--- config.mk ---
export PLATFORM = sky130hd
export DESIGN_NAME = vectored_int_seq
export DESIGN_NICKNAME = d
export VERILOG_FILES = /design/src/rtl/vecseq_pkg.sv /design/src/rtl/vecseq_ctrl.sv /design/src/rtl/vecseq_dp.sv /design/src/rtl/vectored_int_seq.sv
export SDC_FILE = /design/constraint.sdc
export NUM_CORES = 1
export LEC_CHECK = 0
export BUFFER_PORTS_ARGS = -buffer_cell sky130_fd_sc_hd__buf_2
export CORE_UTILIZATION = 49
export CTS_BUF_LIST = sky130_fd_sc_hd__clkbuf_8
export DETAILED_ROUTE_END_ITERATION = 10
export PLACE_DENSITY = 0.89
export SLEW_MARGIN = 10
export SYNTH_ARGS = -nofsm -noshare
export SYNTH_HDL_FRONTEND = slang
export SYNTH_HIERARCHICAL = 1
export SYNTH_SLANG_ARGS = --single-unit
export TNS_END_PERCENT = 20
--- constraint.sdc ---
create_clock -name clk -period 4.64 [get_ports clk]
set_input_delay 0.464 -clock clk [delete_from_list [all_inputs] [get_ports clk]]
set_output_delay 0.464 -clock clk [all_outputs]
set_load 0.01 [all_outputs]
--- src/rtl/vecseq_pkg.sv ---
package vecseq_pkg;
  parameter int WORD_W = 16;
  parameter int ADDR_W = 20;
  parameter int TYPE_W = 8;
  localparam int SEG_SHIFT = 4;
  localparam int WORD_BYTES = WORD_W / 8;
  localparam int VEC_SHIFT = 2;
  localparam int IF_BIT = 9;
  localparam int TF_BIT = 8;

  localparam logic [TYPE_W-1:0] TYPE_STEP = TYPE_W'(1);
  localparam logic [TYPE_W-1:0] TYPE_NMI  = TYPE_W'(2);
  localparam logic [TYPE_W-1:0] TYPE_BKPT = TYPE_W'(3);

  typedef enum logic [1:0] {WR_NONE, WR_FLAGS, WR_CS, WR_IP} wrSel_e;

  typedef enum logic [3:0] {
    S_IDLE, S_PF, S_PC, S_PI, S_VL, S_VH, S_VW,
    S_RI, S_RC, S_RF, S_RW, S_DONE
  } seqState_e;

  typedef struct packed {
    logic   latch;
    logic   spDec;
    logic   spInc;
    wrSel_e wrSel;
    logic   memRe;
    logic   useVec;
    logic   vecHi;
    logic   capIp;
    logic   capCs;
    logic   capFlags;
    logic   clrIfTf;
  } seqStrobe_t;
endpackage

--- src/rtl/vecseq_ctrl.sv ---
module vecseq_ctrl
  import vecseq_pkg::*;
(
  input  logic              clk,
  input  logic              rstN,
  input  logic              swReq,
  input  logic [TYPE_W-1:0] swType,
  input  logic              bkptReq,
  input  logic              retReq,
  input  logic              nmiReq,
  input  logic              intrReq,
  input  logic [TYPE_W-1:0] intrType,
  input  logic              instrEnd,
  input  logic              ifFlag,
  input  logic              tfFlag,
  output seqStrobe_t        strobe,
  output logic [TYPE_W-1:0] typeSel,
  output logic              intrAck,
  output logic              busy,
  output logic              done
);
  seqState_e state, nextState;

  always_ff @(posedge clk) begin
    if (!rstN) state <= S_IDLE;
    else       state <= nextState;
  end

  always_comb begin
    strobe    = '0;
    typeSel   = '0;
    intrAck   = 1'b0;
    nextState = state;
    unique case (state)
      S_IDLE: begin
        // fixed priority: software, breakpoint, return, NMI, maskable, step
        if (swReq) begin
          typeSel = swType;    nextState = S_PF;
        end else if (bkptReq) begin
          typeSel = TYPE_BKPT; nextState = S_PF;
        end else if (retReq) begin
          nextState = S_RI;
        end else if (nmiReq) begin
          typeSel = TYPE_NMI;  nextState = S_PF;
        end else if (intrReq && ifFlag) begin
          typeSel = intrType;  intrAck = 1'b1; nextState = S_PF;
        end else if (instrEnd && tfFlag) begin
          typeSel = TYPE_STEP; nextState = S_PF;
        end
        strobe.latch = (nextState != S_IDLE);
      end
      S_PF: begin
        strobe.spDec = 1'b1; strobe.wrSel = WR_FLAGS; strobe.clrIfTf = 1'b1;
        nextState = S_PC;
      end
      S_PC: begin
        strobe.spDec = 1'b1; strobe.wrSel = WR_CS; nextState = S_PI;
      end
      S_PI: begin
        strobe.spDec = 1'b1; strobe.wrSel = WR_IP; nextState = S_VL;
      end
      S_VL: begin
        strobe.memRe = 1'b1; strobe.useVec = 1'b1; nextState = S_VH;
      end
      S_VH: begin
        strobe.memRe = 1'b1; strobe.useVec = 1'b1; strobe.vecHi = 1'b1;
        strobe.capIp = 1'b1; nextState = S_VW;
      end
      S_VW: begin
        strobe.capCs = 1'b1; nextState = S_DONE;
      end
      S_RI: begin
        strobe.memRe = 1'b1; strobe.spInc = 1'b1; nextState = S_RC;
      end
      S_RC: begin
        strobe.capIp = 1'b1; strobe.memRe = 1'b1; strobe.spInc = 1'b1;
        nextState = S_RF;
      end
      S_RF: begin
        strobe.capCs = 1'b1; strobe.memRe = 1'b1; strobe.spInc = 1'b1;
        nextState = S_RW;
      end
      S_RW: begin
        strobe.capFlags = 1'b1; nextState = S_DONE;
      end
      S_DONE:  nextState = S_IDLE;
      default: nextState = S_IDLE;
    endcase
  end

  assign busy = (state != S_IDLE);
  assign done = (state == S_DONE);
endmodule

--- src/rtl/vecseq_dp.sv ---
module vecseq_dp
  import vecseq_pkg::*;
(
  input  logic              clk,
  input  logic              rstN,
  input  seqStrobe_t        strobe,
  input  logic [TYPE_W-1:0] typeSel,
  input  logic [WORD_W-1:0] flagsIn,
  input  logic [WORD_W-1:0] csIn,
  input  logic [WORD_W-1:0] ipIn,
  input  logic [WORD_W-1:0] ssIn,
  input  logic [WORD_W-1:0] spIn,
  input  logic [WORD_W-1:0] memRdData,
  output logic [WORD_W-1:0] flagsOut,
  output logic [WORD_W-1:0] csOut,
  output logic [WORD_W-1:0] ipOut,
  output logic [WORD_W-1:0] spOut,
  output logic [ADDR_W-1:0] memAddr,
  output logic [WORD_W-1:0] memWrData,
  output logic              memWe,
  output logic              memRe
);
  logic [WORD_W-1:0] flagsR, csR, ipR, ssR, spR;
  logic [TYPE_W-1:0] typeR;
  logic [WORD_W-1:0] stackOff;
  logic [ADDR_W-1:0] stackAddr, vecAddr;

  assign stackOff  = strobe.spDec ? spR - WORD_W'(WORD_BYTES) : spR;
  assign stackAddr = (ADDR_W'(ssR) << SEG_SHIFT) + ADDR_W'(stackOff);
  assign vecAddr   = (ADDR_W'(typeR) << VEC_SHIFT)
                   + (strobe.vecHi ? ADDR_W'(WORD_BYTES) : '0);
  assign memAddr   = strobe.useVec ? vecAddr : stackAddr;
  assign memWe     = (strobe.wrSel != WR_NONE);
  assign memRe     = strobe.memRe;

  always_comb begin
    unique case (strobe.wrSel)
      WR_FLAGS: memWrData = flagsR;
      WR_CS:    memWrData = csR;
      WR_IP:    memWrData = ipR;
      default:  memWrData = '0;
    endcase
  end

  always_ff @(posedge clk) begin
    if (!rstN) begin
      flagsR <= '0; csR <= '0; ipR <= '0;
      ssR <= '0; spR <= '0; typeR <= '0;
    end else begin
      if (strobe.latch) begin
        flagsR <= flagsIn; csR <= csIn; ipR <= ipIn;
        ssR <= ssIn; spR <= spIn; typeR <= typeSel;
      end
      if (strobe.spDec) spR <= stackOff;
      if (strobe.spInc) spR <= spR + WORD_W'(WORD_BYTES);
      if (strobe.clrIfTf) begin
        flagsR[IF_BIT] <= 1'b0;
        flagsR[TF_BIT] <= 1'b0;
      end
      if (strobe.capIp)    ipR    <= memRdData;
      if (strobe.capCs)    csR    <= memRdData;
      if (strobe.capFlags) flagsR <= memRdData;
    end
  end

  assign flagsOut = flagsR;
  assign csOut    = csR;
  assign ipOut    = ipR;
  assign spOut    = spR;
endmodule

--- src/rtl/vectored_int_seq.sv ---
module vectored_int_seq
  import vecseq_pkg::*;
(
  input  logic              clk,
  input  logic              rstN,
  input  logic              swReq,
  input  logic [TYPE_W-1:0] swType,
  input  logic              bkptReq,
  input  logic              retReq,
  input  logic              nmiReq,
  input  logic              intrReq,
  input  logic [TYPE_W-1:0] intrType,
  output logic              intrAck,
  input  logic              instrEnd,
  input  logic [WORD_W-1:0] flagsIn,
  input  logic [WORD_W-1:0] csIn,
  input  logic [WORD_W-1:0] ipIn,
  input  logic [WORD_W-1:0] ssIn,
  input  logic [WORD_W-1:0] spIn,
  output logic [WORD_W-1:0] flagsOut,
  output logic [WORD_W-1:0] csOut,
  output logic [WORD_W-1:0] ipOut,
  output logic [WORD_W-1:0] spOut,
  output logic [ADDR_W-1:0] memAddr,
  output logic [WORD_W-1:0] memWrData,
  output logic              memWe,
  output logic              memRe,
  input  logic [WORD_W-1:0] memRdData,
  output logic              busy,
  output logic              done
);
  seqStrobe_t        strobe;
  logic [TYPE_W-1:0] typeSel;

  vecseq_ctrl u_ctrl (
    .clk(clk), .rstN(rstN),
    .swReq(swReq), .swType(swType), .bkptReq(bkptReq), .retReq(retReq),
    .nmiReq(nmiReq), .intrReq(intrReq), .intrType(intrType),
    .instrEnd(instrEnd), .ifFlag(flagsIn[IF_BIT]), .tfFlag(flagsIn[TF_BIT]),
    .strobe(strobe), .typeSel(typeSel), .intrAck(intrAck),
    .busy(busy), .done(done)
  );

  vecseq_dp u_dp (
    .clk(clk), .rstN(rstN), .strobe(strobe), .typeSel(typeSel),
    .flagsIn(flagsIn), .csIn(csIn), .ipIn(ipIn), .ssIn(ssIn), .spIn(spIn),
    .memRdData(memRdData),
    .flagsOut(flagsOut), .csOut(csOut), .ipOut(ipOut), .spOut(spOut),
    .memAddr(memAddr), .memWrData(memWrData), .memWe(memWe), .memRe(memRe)
  );
endmodule

---- After elaboration in Yosys (flattened, before gate mapping) ----
Cells that the tools add are included.
word-level totals
  register bits after elaboration ......... 92
  bits of input ports ..................... 120
  output and inout port bits .............. 105
  word-level logic and storage cells ...... 90
operators by class
  add/subtract/negate cells ............... 4
  equal/unequal tests ..................... 14
  multiplexer cells ....................... 46
  reductions and logical operators ........ 18
operators with widths
  cell                                                                  count
  16-bit 2-to-1 mux                                                     10
  8-bit 2-to-1 mux                                                      6
  16-bit one-hot mux with 3 select lines                                1
  4-bit one-hot mux with 10 select lines                                1
  4-bit 2-to-1 mux                                                      7
  10-bit by 20-bit adder with 20-bit output                             1
  20-bit by 16-bit adder with 20-bit output                             1
  20-bit 2-to-1 mux                                                     1
  1-bit 2-to-1 mux                                                      17
  16-bit by 2-bit adder with 16-bit output, second input constant       1
  4-bit by 3-bit == test with 1-bit output, second input constant       4
  4-bit == test, second input constant                                  4
  16-bit by 2-bit subtractor with 16-bit output, second input constant  1
  4-bit by 2-bit == test with 1-bit output, second input constant       2
  2-bit nonzero test                                                    4
  4-bit nonzero test                                                    2
  2-bit OR reduction                                                    4
  2-bit one-hot mux with 3 select lines                                 1
  3-bit nonzero test                                                    2
  3-bit OR reduction                                                    2
  5-bit OR reduction                                                    1
  2-bit == test, second input constant                                  2
  4-bit by 1-bit == test with 1-bit output, second input constant       1
  4-bit zero test                                                       1
  other kinds (3)                                                       5

---- Depth between registers and ports, before layout ----
Gate-level depths: netlist of the first run.
  word-level depth ........................ 13
  depth in mapped cells ................... 13
  gate-level depth less buffers ........... 12

---- By module ----
Netlist of the first run, hierarchy kept.
modules (own cells, without submodules)
  module       instances  cells each  area an instance (µm²)  seq. area each (µm²)
  vecseq_dp    1          715         5703.0                  1761.7
  vecseq_ctrl  1          80          555.5                   80.1

---- Worst setup path after synthesis of the first run ----
No wires, ideal clock.
  path type ............................... register to output
  start ................................... reg u_ctrl.state[2]
  end ..................................... out memAddr[16]
  data arrival time ....................... 3.509 ns
  data required time ...................... 4.176 ns
  setup slack ............................. 0.667 ns
  cell stages (with the launch flop) ...... 13
  path buffers ............................ 1
  cells stage by stage .................... dfxtp_1 > clkbuf_1 > nor3_1 > or3b_2 > o21ai_0 > nand2_1 > ha_1 > fa_1 > a21o_1 > a221oi_1 > and3b_1 > o21ai_0 > a21oi_1
RTL lines
  element                 RTL line                text
  from (decl)             vecseq_ctrl.sv:22       seqState_e state, nextState;
  from (signal assigned)  vecseq_ctrl.sv:26       else state <= nextState;
  to (decl)               vectored_int_seq.sv:24  output logic [ADDR_W-1:0] memAddr,

==> flow_summary.json, run 1 <==
{
  "synth_nets": 931,
  "placementRows": 40,
  "worstHoldPathType": "in2reg",
  "root_buffer": "sky130_fd_sc_hd__clkbuf_8",
  "final.min_clock_period_ns": 4.35,
  "cts.reportedPaths.clkPinSlew_ns": 0.10,
  "grt_pass1_wl_um": 29700,
  "ys_async_sr_fraction_pct": 0,
  "fraction_of_final_layout_cells_sized_beyond_drive_strength_1_pct": 30.6,
  "top_layer": "met4",
  "ant_nets": 0,
  "totalWireLength_um": 19300,
  "hold_start": "ssIn[9]",
  "met3WireLength_um": 1450,
  "detail_route.iter0.violations": 393,
  "critical_path.reg2reg.endpoint": "u_dp/flagsOut[14]$_SDFFE_PN0P_",
  "seq_power_share_pct": 36.0,
  "dr_total_vias": 6741,
  "ff2ff_path_depth": 8,
  "cap_viol_max_count": 0,
  "power.combinational.fraction_pct": 44.7,
  "dieArea_um2": 13200,
  "p_leak_nw": 3.67,
  "track_usage_pct": 28.9,
  "logic_depth_of_the_worst_path_buffers_included": 13,
  "rr_startpoint": "u_ctrl/state[2]$_SDFF_PN0_",
  "synth_area_per_cell_um2": 7.87,
  "tritoncts.num_buffers": 9,
  "insertion_delay_ns": 0.38,
  "detailedPlace.worstSlack_ns": 0.393,
  "gp_routability_congestion": 0.940,
  "reg2reg_setup_slack_ns": 1.70,
  "timing.clock.skew_ns": 0.0109,
  "slew_viol_final": 0,
  "yosysUniqueCellTypes": 66,
  "residual_drc_count": 0,
  "critical_path.max_fanout": 10,
  "grt_antenna_before_repair": 1,
  "syn-cell-area_um2": 6260,
  "mostFrequentLayoutCells": "sky130_fd_sc_hd__buf_2 (224), sky130_fd_sc_hd__nor2_1 (153), sky130_fd_sc_hd__dfxtp_1 (91), sky130_fd_sc_hd__a21oi_1 (79), sky130_fd_sc_hd__mux2i_1 (78)",
  "dp_hpwl_um": 14400,
  "delay_contributed_by_the_slowest_stage_of_the_critical_path_ns": 0.56,
  "whs_path_depth": 3,
  "final_design_area_no_fill_um2": 7670,
  "ys.warnings.count": 6,
  "power_density_nw_per_um2": 372,
  "start_util_pct": 51.2,
  "ys.flop_type": "sky130_fd_sc_hd__dfxtp_1",
  "timing.hold.worst_endpoint": "u_dp/ssR[9]$_SDFFE_PN0P_",
  "layout.area.seq_um2": 1840,
  "min_period_over_period_pct": 93.9,
  "path_class": "reg2out",
  "htree_levels": 3,
  "first_global_vias": 6181,
  "tritoncts_num_sinks": 92,
  "net-switching-power_mw": 1.17,
  "commonest_non_fill_non_tap_cell_in_the_layout": "sky130_fd_sc_hd__buf_2",
  "place_area_um2": 7440,
  "finalSetupViolCount": 0,
  "met2_wirelength_um": 9380,
  "post_synth_inst_count": 795,
  "core_area_um2": 12200,
  "timing.critical_path.arrival_ns": 3.89,
  "yosysSeqAreaShare_pct": 29.4,
  "setup.worst_path.start_class": "flop",
  "max_freq_mhz": 230,
  "cts_tree": "built",
  "grt_overflow_total": 0,
  "critical-path-slowest-cell": "sky130_fd_sc_hd__or3b_2",
  "io_buffers": 224,
  "synth-edff-count": 0,
  "grt_max_degree": 69,
  "drt-vias-per-instance": 5.84,
  "dr.pass1.iters": 7,
  "worstMarginPinSlew_ns": 1.13,
  "boundaryPins": 225,
  "seq_cells_post_synth": 92,
  "multiInputGateArea_um2": 4150,
  "netSwitchingFraction_pct": 41.1,
  "worst-path-buf-inv": 1,
  "die_height_um": 115,
  "status": "finished, final reports clean",
  "clock_power_share_pct": 19.3,
  "hold_vio_cnt_final": 0,
  "final.setup.worst_slack_ns": 0.285,
  "worstPathCellList": "nor2_1, nor3_2, or3b_2, o21ai_0, nand2_1, ha_1, fa_1, a21o_1, a221oi_2, and3b_1, or4_1, a21oi_1, buf_2",
  "area_delta_synth_final_pct": 22.5,
  "wl_per_cell_um": 16.7,
  "power.total_mw": 2.85,
  "required_ns": 4.18,
  "clock_tree.buffer_depth": 2,
  "post-route-util_pct": 62.8,
  "critical_path.top_delay_family": "simple AND/OR/NAND/NOR gates",
  "timing.slew.headroom_pct": 24.6,
  "routedLengthMet1_um": 7680,
  "nNetsFinal": 1117,
  "vdd_drop_max_uv": 183,
  "cp_endpoint_kind": "output pin",
  "sum_of_negative_setup_slack_ns": 0,
  "die_x_um": 115,
  "internal_power_mw": 1.68,
  "post_cts_buffers": 0,
  "num-fill-cells": 1073
}
-- cells in the mapped netlist (5+ instances only) --
master / n / area [µm²]
sky130_fd_sc_hd__a31oi_1: 6 / 37.5
sky130_fd_sc_hd__nor2b_1: 6 / 37.5
sky130_fd_sc_hd__nor3_1: 13 / 65.1
sky130_fd_sc_hd__inv_1: 13 / 48.8
sky130_fd_sc_hd__a21o_1: 7 / 52.6
sky130_fd_sc_hd__xnor2_1: 12 / 105
sky130_fd_sc_hd__o22ai_1: 6 / 37.5
sky130_fd_sc_hd__nor4_1: 7 / 43.8
sky130_fd_sc_hd__a21oi_1: 80 / 400
sky130_fd_sc_hd__nor2_1: 156 / 586
sky130_fd_sc_hd__a32oi_1: 6 / 52.6
sky130_fd_sc_hd__o21a_1: 6 / 45.0
sky130_fd_sc_hd__mux2i_1: 78 / 781
sky130_fd_sc_hd__a22o_1: 16 / 140
sky130_fd_sc_hd__nand2_1: 44 / 165
sky130_fd_sc_hd__mux2_2: 19 / 214
sky130_fd_sc_hd__clkbuf_1: 40 / 150
sky130_fd_sc_hd__nand2b_1: 9 / 56.3
sky130_fd_sc_hd__buf_1: 8 / 30.0
sky130_fd_sc_hd__nand3_1: 17 / 85.1
sky130_fd_sc_hd__ha_1: 15 / 188
sky130_fd_sc_hd__dfxtp_1: 92 / 1840
sky130_fd_sc_hd__o21ai_0: 30 / 150
sky130_fd_sc_hd__nand4_1: 5 / 31.3
sky130_fd_sc_hd__or3_1: 5 / 31.3
sky130_fd_sc_hd__xor2_1: 11 / 96.3
sky130_fd_sc_hd__buf_2: 9 / 45.0
-- worst reg2reg max path: cells and delay by family (launching register included) --
| family | cells | cell delay, ns |
|---|---|---|
| DFF | 1 | 0.46 |
| AOI/OAI and AO/OA | 1 | 0.12 |
| muxes | 1 | 0.36 |
| and+or+nand+nor | 4 | 1.04 |
| buffers and inverters | 2 | 0.85 |
-- stage by stage --
stage | std cells | hold slack [ns]
detailed placement | 1138 | 0.470
finish | 1155 | 0.320
global route | 1155 | 0.330
global placement | 1138 | 0.467
CTS | 1154 | 0.307
floorplan | 795 | 0.454
-- final cells by class --
type | instances | area share [%]
clock buffer | 9 | 1.62
timing repair buffer | 237 | 15.9
multi-input combinational | 626 | 54.1
sequential | 92 | 24.0
clock inverter | 7 | 0.897
inverter | 15 | 0.734
antenna | 1 | 0.0326
tap | 168 | 2.74
-- cell families (layout without fill, tap and decap cells) --
logic type | after synthesis | in the layout | synth area share, %
AND/OR/NAND/NOR | 292 | 292 | 22.4
other | 0 | 1 | 0
adder cells (fa/ha/maj) | 16 | 16 | 3.32
buffers and inverters | 77 | 268 | 5.34
XOR/XNOR | 24 | 24 | 3.48
multiplexers | 97 | 97 | 15.9
flip-flops | 92 | 92 | 29.4
AO/OA/AOI/OAI | 197 | 197 | 20.1
-- state kept, by name (all words and copies together) (netlist names) --
name	cells
u_dp/typeR	8
u_dp/csOut	16
u_dp/ipOut	16
u_dp/ssR	16
u_ctrl/state	4
u_dp/flagsOut	16
u_dp/spOut	16
-- timing repair --
action                     in CTS  in global routing
hold buffers                    0                  0
resized for setup               1                  6
setup endpoints to repair       2                  8
-- routing by layer --
metal / track usage (%) / vias up
met5: 0 / -
met1: 32.8 / 3131
li1: - / 3209
met4: 17.2 / 0
met3: 5.90 / 61
met2: 50.1 / 340
-- power by group through the flow --
stage               Sequential, mW  Combinational (mW)  Clock, mW
finish                        1.03                1.27      0.549
global placement              1.04                1.22          0
floorplan                    0.998               0.879          0
CTS                           1.02                1.25      0.558
detailed placement            1.04                1.24          0
global route                  1.04                1.39      0.585
-- how the worst max path moves through the flow --
stage	start	end	slack, ns
2_1_floorplan	u_ctrl/state[2]$_SDFF_PN0_	memAddr[16]	0.67
3_3_place_gp	u_ctrl/state[1]$_SDFF_PN0_	memAddr[16]	0.50
3_5_place_dp	u_ctrl/state[1]$_SDFF_PN0_	memAddr[16]	0.39
4_1_cts	u_ctrl/state[1]$_SDFF_PN0_	memAddr[16]	0.03
5_1_grt	u_ctrl/state[0]$_SDFF_PN0_	memAddr[16]	-0.001
6_report	u_ctrl/state[0]$_SDFF_PN0_	memAddr[18]	0.29
Power figures use the tool's default switching activity.
==> run 2, diff against run 1 <==
clock period = 5.02 ns   (was 4.64 ns; I/O delays follow)
==> flow_summary.json, run 2 (synthesis results as in run 1) <==
{
  "grt_antenna_before_repair": 1,
  "first_global_vias": 5952,
  "nNetsFinal": 1115,
  "dieArea_um2": 13200,
  "cell_count_post_placement": 1136,
  "max_freq_mhz": 213,
  "clock_tree.buffer_depth": 2,
  "finalSetupViolCount": 0,
  "grt_max_degree": 66,
  "residual_drc_count": 0,
  "dr_total_vias": 6678,
  "commonest_non_fill_non_tap_cell_in_the_layout": "sky130_fd_sc_hd__buf_2",
  "dp_hpwl_um": 14100,
  "tritoncts_num_sinks": 92,
  "cap_viol_max_count": 0,
  "die_x_um": 115,
  "totalWireLength_um": 18800,
  "worstMarginPinSlew_ns": 1.08,
  "area_delta_synth_final_pct": 22.6,
  "p_leak_nw": 3.67,
  "boundaryPins": 225,
  "status": "finished, final reports clean",
  "mostFrequentLayoutCells": "sky130_fd_sc_hd__buf_2 (224), sky130_fd_sc_hd__nor2_1 (153), sky130_fd_sc_hd__dfxtp_1 (92), sky130_fd_sc_hd__a21oi_1 (79), sky130_fd_sc_hd__mux2i_1 (78)",
  "min_period_over_period_pct": 93.7,
  "htree_levels": 3,
  "drt-vias-per-instance": 5.79,
  "die_height_um": 115,
  "ant_nets": 0,
  "timing.slew.headroom_pct": 28.2,
  "power_density_nw_per_um2": 351,
  "io_buffers": 224,
  "placementRows": 40,
  "critical_path.max_fanout": 25,
  "dr.pass1.iters": 5,
  "place_area_um2": 7420,
  "sum_of_negative_setup_slack_ns": 0,
  "tritoncts.num_buffers": 9,
  "core_area_um2": 12200,
  "required_ns": 4.52,
  "start_util_pct": 51.2,
  "cts.reportedPaths.clkPinSlew_ns": 0.10,
  "cp_endpoint_kind": "output pin",
  "insertion_delay_ns": 0.37,
  "timing.critical_path.arrival_ns": 4.20,
  "track_usage_pct": 28.0,
  "grt_pass1_wl_um": 29000,
  "final.min_clock_period_ns": 4.70,
  "final_design_area_no_fill_um2": 7670,
  "wl_per_cell_um": 16.3,
  "grt_overflow_total": 0,
  "final-instance-count-excl-fill": 1153,
  "root_buffer": "sky130_fd_sc_hd__clkbuf_8",
  "cts_tree": "built",
  "setup.worst_path.start_class": "flop",
  "path_class": "reg2out",
  "vdd_drop_max_uv": 186,
  "gp_routability_congestion": 0.938,
  "fraction_of_final_layout_cells_sized_beyond_drive_strength_1_pct": 30.4,
  "timing.clock.skew_ns": 0.0120,
  "worstHoldPathType": "in2reg",
  "slew_viol_final": 0,
  "detail_route.iter0.violations": 624,
  "grt_setup_unrepaired": "false",
  "hold_vio_cnt_final": 0
}
## run 2: path summary, 6_finish.rpt
check / startpoint / end / slack (ns) / cells past startpoint
worst max register to register: u_ctrl/state[1]$_SDFF_PN0_ / u_dp/ipOut[3]$_SDFFE_PN0P_ / 2.20 / 8
worst min register to register: u_dp/spOut[0]$_SDFFE_PN0P_ / u_dp/spOut[0]$_SDFFE_PN0P_ / 0.49 / 2
worst min-delay path: ssIn[13] / u_dp/ssR[13]$_SDFFE_PN0P_ / 0.36 / 3
worst max-delay path: u_ctrl/state[1]$_SDFF_PN0_ / memAddr[15] / 0.32 / 13
## run 2: cell type report
class	count	area, µm²
fill	1068	4540
multi-input combinational	626	4120
sequential	92	1840
timing repair buffer	235	1200
tap	168	210
clock buffer	11	151
clock inverter	5	83.8
inverter	15	56.3
antenna	1	2.50
## run 2: critical path: stages (launching register included)
cell and delay (ns):
sky130_fd_sc_hd__dfxtp_1 0.60, sky130_fd_sc_hd__nor2_1 0.14, sky130_fd_sc_hd__nor3_2 0.15, sky130_fd_sc_hd__buf_4 0.30, sky130_fd_sc_hd__nand4bb_1 0.38, sky130_fd_sc_hd__nor3_1 0.41, sky130_fd_sc_hd__xor2_1 0.14, sky130_fd_sc_hd__ha_1 0.42
sky130_fd_sc_hd__nand3_1 0.15, sky130_fd_sc_hd__or2_2 0.32, sky130_fd_sc_hd__a21boi_1 0.33, sky130_fd_sc_hd__nor4_1 0.10, sky130_fd_sc_hd__nor3_1 0.21, sky130_fd_sc_hd__buf_2 0.17
## run 2: routing by layer
metal | track usage, % | share of wire, %
met1 | 32.2 | 38
met2 | 50.1 | 50
met3 | 5.59 | 9.0
met4 | 12.3 | 3.1
met5 | 0 | 0
## run 2: report_power, final
part | internal (mW) | leakage, nW | total [mW] | switching [mW]
Clock | 0.309 | 0.112 | 0.588 | 0.279
Combinational | 0.499 | 2.80 | 1.16 | 0.658
Sequential | 0.817 | 0.758 | 0.946 | 0.129
Total | 1.62 | 3.67 | 2.69 | 1.07
## run 2: timing repair
action | 4_1_cts | 5_1_grt
resized for setup | 0 | 3
hold endpoints to repair | 0 | 0
setup endpoints to repair | 0 | 7
setup buffers | 0 | 0
hold buffers | 0 | 0
## run 2: through the flow
step | util, % | power (mW) | hold WS [ns] | worst slack (ns)
CTS | 62.7 | 2.68 | 0.343 | 0.240
floorplan | - | 1.73 | 0.454 | 1.01
global route | 62.8 | 2.84 | 0.375 | 0.00108
finish | 62.8 | 2.69 | 0.362 | 0.318
detailed placement | 60.8 | 2.10 | 0.478 | 0.685
global placement | 60.8 | 2.07 | 0.469 | 0.791
==> run 3, diff against run 2 <==
CAP_MARGIN = 20   (was unset)
SYNTH_HIERARCHICAL = unset   (was 1)
==> flow_summary.json, run 3 <==
{
  "io_buffers": 224,
  "ys_async_sr_fraction_pct": 0,
  "cts_tree": "built",
  "boundaryPins": 225,
  "path_class": "reg2out",
  "start_util_pct": 51.0,
  "dr.pass1.iters": 5,
  "hold_vio_cnt_final": 0,
  "fraction_of_final_layout_cells_sized_beyond_drive_strength_1_pct": 27.5,
  "p_leak_nw": 3.70,
  "totalWireLength_um": 19800,
  "die_height_um": 115,
  "cp_endpoint_kind": "output pin",
  "slew_viol_final": 0,
  "grt_pass1_wl_um": 31300,
  "cap_viol_max_count": 0,
  "detail_route.iter0.violations": 666,
  "num-fill-cells": 1092,
  "insertion_delay_ns": 0.39,
  "tritoncts_num_sinks": 92,
  "delay_contributed_by_the_slowest_stage_of_the_critical_path_ns": 0.53,
  "core_area_um2": 12200,
  "yosysUniqueCellTypes": 62,
  "final.setup.worst_slack_ns": 0.487,
  "track_usage_pct": 30.1,
  "worstPathCellList": "or2_2, nor3_2, nand3_1, xnor2_1, ha_1, nand4_1, nor4_1, nor2_1, a32oi_1, a31oi_1, a41o_1, buf_2",
  "placementRows": 40,
  "grt_overflow_total": 0,
  "residual_drc_count": 0,
  "root_buffer": "sky130_fd_sc_hd__clkbuf_8",
  "commonest_non_fill_non_tap_cell_in_the_layout": "sky130_fd_sc_hd__buf_2",
  "place_area_um2": 7330,
  "area_delta_synth_final_pct": 21.5,
  "synth.top_cells.by_count": "sky130_fd_sc_hd__nand2_1 (164), sky130_fd_sc_hd__dfxtp_1 (92), sky130_fd_sc_hd__nor2_1 (67), sky130_fd_sc_hd__o21ai_0 (55), sky130_fd_sc_hd__nand3_1 (48)",
  "finalSetupViolCount": 0,
  "worstMarginPinSlew_ns": 1.09,
  "post_synth_inst_count": 832,
  "ant_nets": 0,
  "dr_total_vias": 6882,
  "status": "finished, final reports clean",
  "max_freq_mhz": 221,
  "detailedPlace.worstSlack_ns": 0.800,
  "dieArea_um2": 13100,
  "cts.reportedPaths.clkPinSlew_ns": 0.09,
  "cts_hold_buf": 0,
  "final_design_area_no_fill_um2": 7540,
  "timing.critical_path.arrival_ns": 4.03,
  "netlist_top_cells_area": "sky130_fd_sc_hd__dfxtp_1 (30%), sky130_fd_sc_hd__nand2_1 (9.9%), sky130_fd_sc_hd__o211a_1 (4.8%)",
  "tritoncts.num_buffers": 9,
  "ys.warnings.count": 0,
  "drt-vias-per-instance": 5.82,
  "dp_hpwl_um": 14200,
  "clock_tree.buffer_depth": 2,
  "synth-edff-count": 0,
  "final.min_clock_period_ns": 4.53,
  "required_ns": 4.52,
  "seq_cells_post_synth": 92,
  "die_x_um": 115,
  "wl_per_cell_um": 16.7,
  "first_global_vias": 6437,
  "grt_antenna_before_repair": 1,
  "yosysSeqAreaShare_pct": 29.7,
  "ys.flop_type": "sky130_fd_sc_hd__dfxtp_1",
  "min_period_over_period_pct": 90.3,
  "nNetsFinal": 1145,
  "critical_path.max_fanout": 18,
  "timing.slew.headroom_pct": 27.3,
  "syn-cell-area_um2": 6210,
  "yosysTopAreaCellShare_pct": 29.7,
  "vdd_drop_max_uv": 258,
  "post-route-util_pct": 62.0,
  "mostFrequentLayoutCells": "sky130_fd_sc_hd__buf_2 (224), sky130_fd_sc_hd__nand2_1 (164), sky130_fd_sc_hd__dfxtp_1 (92), sky130_fd_sc_hd__nor2_1 (66), sky130_fd_sc_hd__o21ai_0 (55)",
  "synth_area_per_cell_um2": 7.46,
  "sum_of_negative_setup_slack_ns": 0,
  "timing.clock.skew_ns": 0.00956,
  "setup.worst_path.start_class": "flop",
  "synth_nets": 968,
  "worstHoldPathType": "in2reg",
  "critical-path-slowest-cell": "sky130_fd_sc_hd__or2_2",
  "htree_levels": 3,
  "whs_ns": 0.346,
  "synth.largest_area_cell": "sky130_fd_sc_hd__dfxtp_1",
  "grt_setup_unrepaired": "false",
  "post-synth-top-count-cell": "sky130_fd_sc_hd__nand2_1",
  "gp_routability_congestion": 0.954,
  "grt_max_degree": 55,
  "power_density_nw_per_um2": 352
}
[run 3: worst max-delay path: cells and delay by family, from the launching register on]
family,cells,cell delay [ns]
and+or+nand+nor,6,1.73
buffers and inverters,1,0.13
AOI/OAI and AO/OA,3,0.67
adders and majority gates,1,0.44
xor gates and xnor gates,1,0.19
DFF,1,0.47
[run 3: stage by stage]
| step | instances | power (mW) |
|---|---|---|
| floorplan | 832 | 1.78 |
| global placement | 1164 | 2.14 |
| detailed placement | 1165 | 2.17 |
| CTS | 1180 | 2.63 |
| global route | 1182 | 2.82 |
| finish | 1183 | 2.66 |
[run 3: path summary, 6_finish.rpt]
path | start | end | slack [ns] | cells after the start
worst max register to register | u_ctrl.state[1]$_SDFF_PN0_ | u_dp.flagsOut[12]$_SDFFE_PN0P_ | 1.70 | 4
worst min-delay path | ssIn[13] | u_dp.ssR[13]$_SDFFE_PN0P_ | 0.35 | 3
worst max-delay path | u_ctrl.state[2]$_SDFF_PN0_ | memAddr[18] | 0.49 | 12
worst min register to register | u_dp.typeR[0]$_SDFFE_PN0P_ | u_dp.typeR[0]$_SDFFE_PN0P_ | 0.46 | 2
[run 3: logic make-up after synthesis]
logic type	share of synthesized area [%]
adders and majority gates	3.35
buffers and inverters	5.92
DFF	29.7
and+or+nand+nor	26.4
AOI/OAI and AO/OA	24.8
muxes	6.13
xor gates and xnor gates	3.81
[run 3: final cells by class]
| type | instances | area [µm²] | area share [%] |
|---|---|---|---|
| inverters | 14 | 52.6 | 0.697 |
| flip-flops and latches | 92 | 1840 | 24.4 |
| diodes | 2 | 5.00 | 0.0664 |
| well taps | 168 | 210 | 2.79 |
| clock buffers | 9 | 124 | 1.64 |
| clock inverters | 6 | 47.5 | 0.630 |
| multi-input cells | 658 | 4020 | 53.4 |
| repair buffers | 234 | 1240 | 16.4 |
[run 3: per-layer routing]
metal | GRT usage [%] | vias up | wire length [µm]
li1 | - | 3304 | -
met1 | 35.7 | 3158 | 7930
met2 | 51.7 | 370 | 9530
met3 | 8.26 | 50 | 1810
met4 | 11.6 | 0 | 507
met5 | 0 | - | 0
[run 3: timing repair]
action / in CTS / in global routing
gates resized for setup: 0 / 1
setup buffers: 0 / 0
setup endpoints to repair: 0 / 1
[run 3: power breakdown]
part           switching (mW)  internal [mW]  total (mW)
registers               0.132          0.832       0.965
logic                   0.708          0.506        1.21
clock network           0.298          0.181       0.478
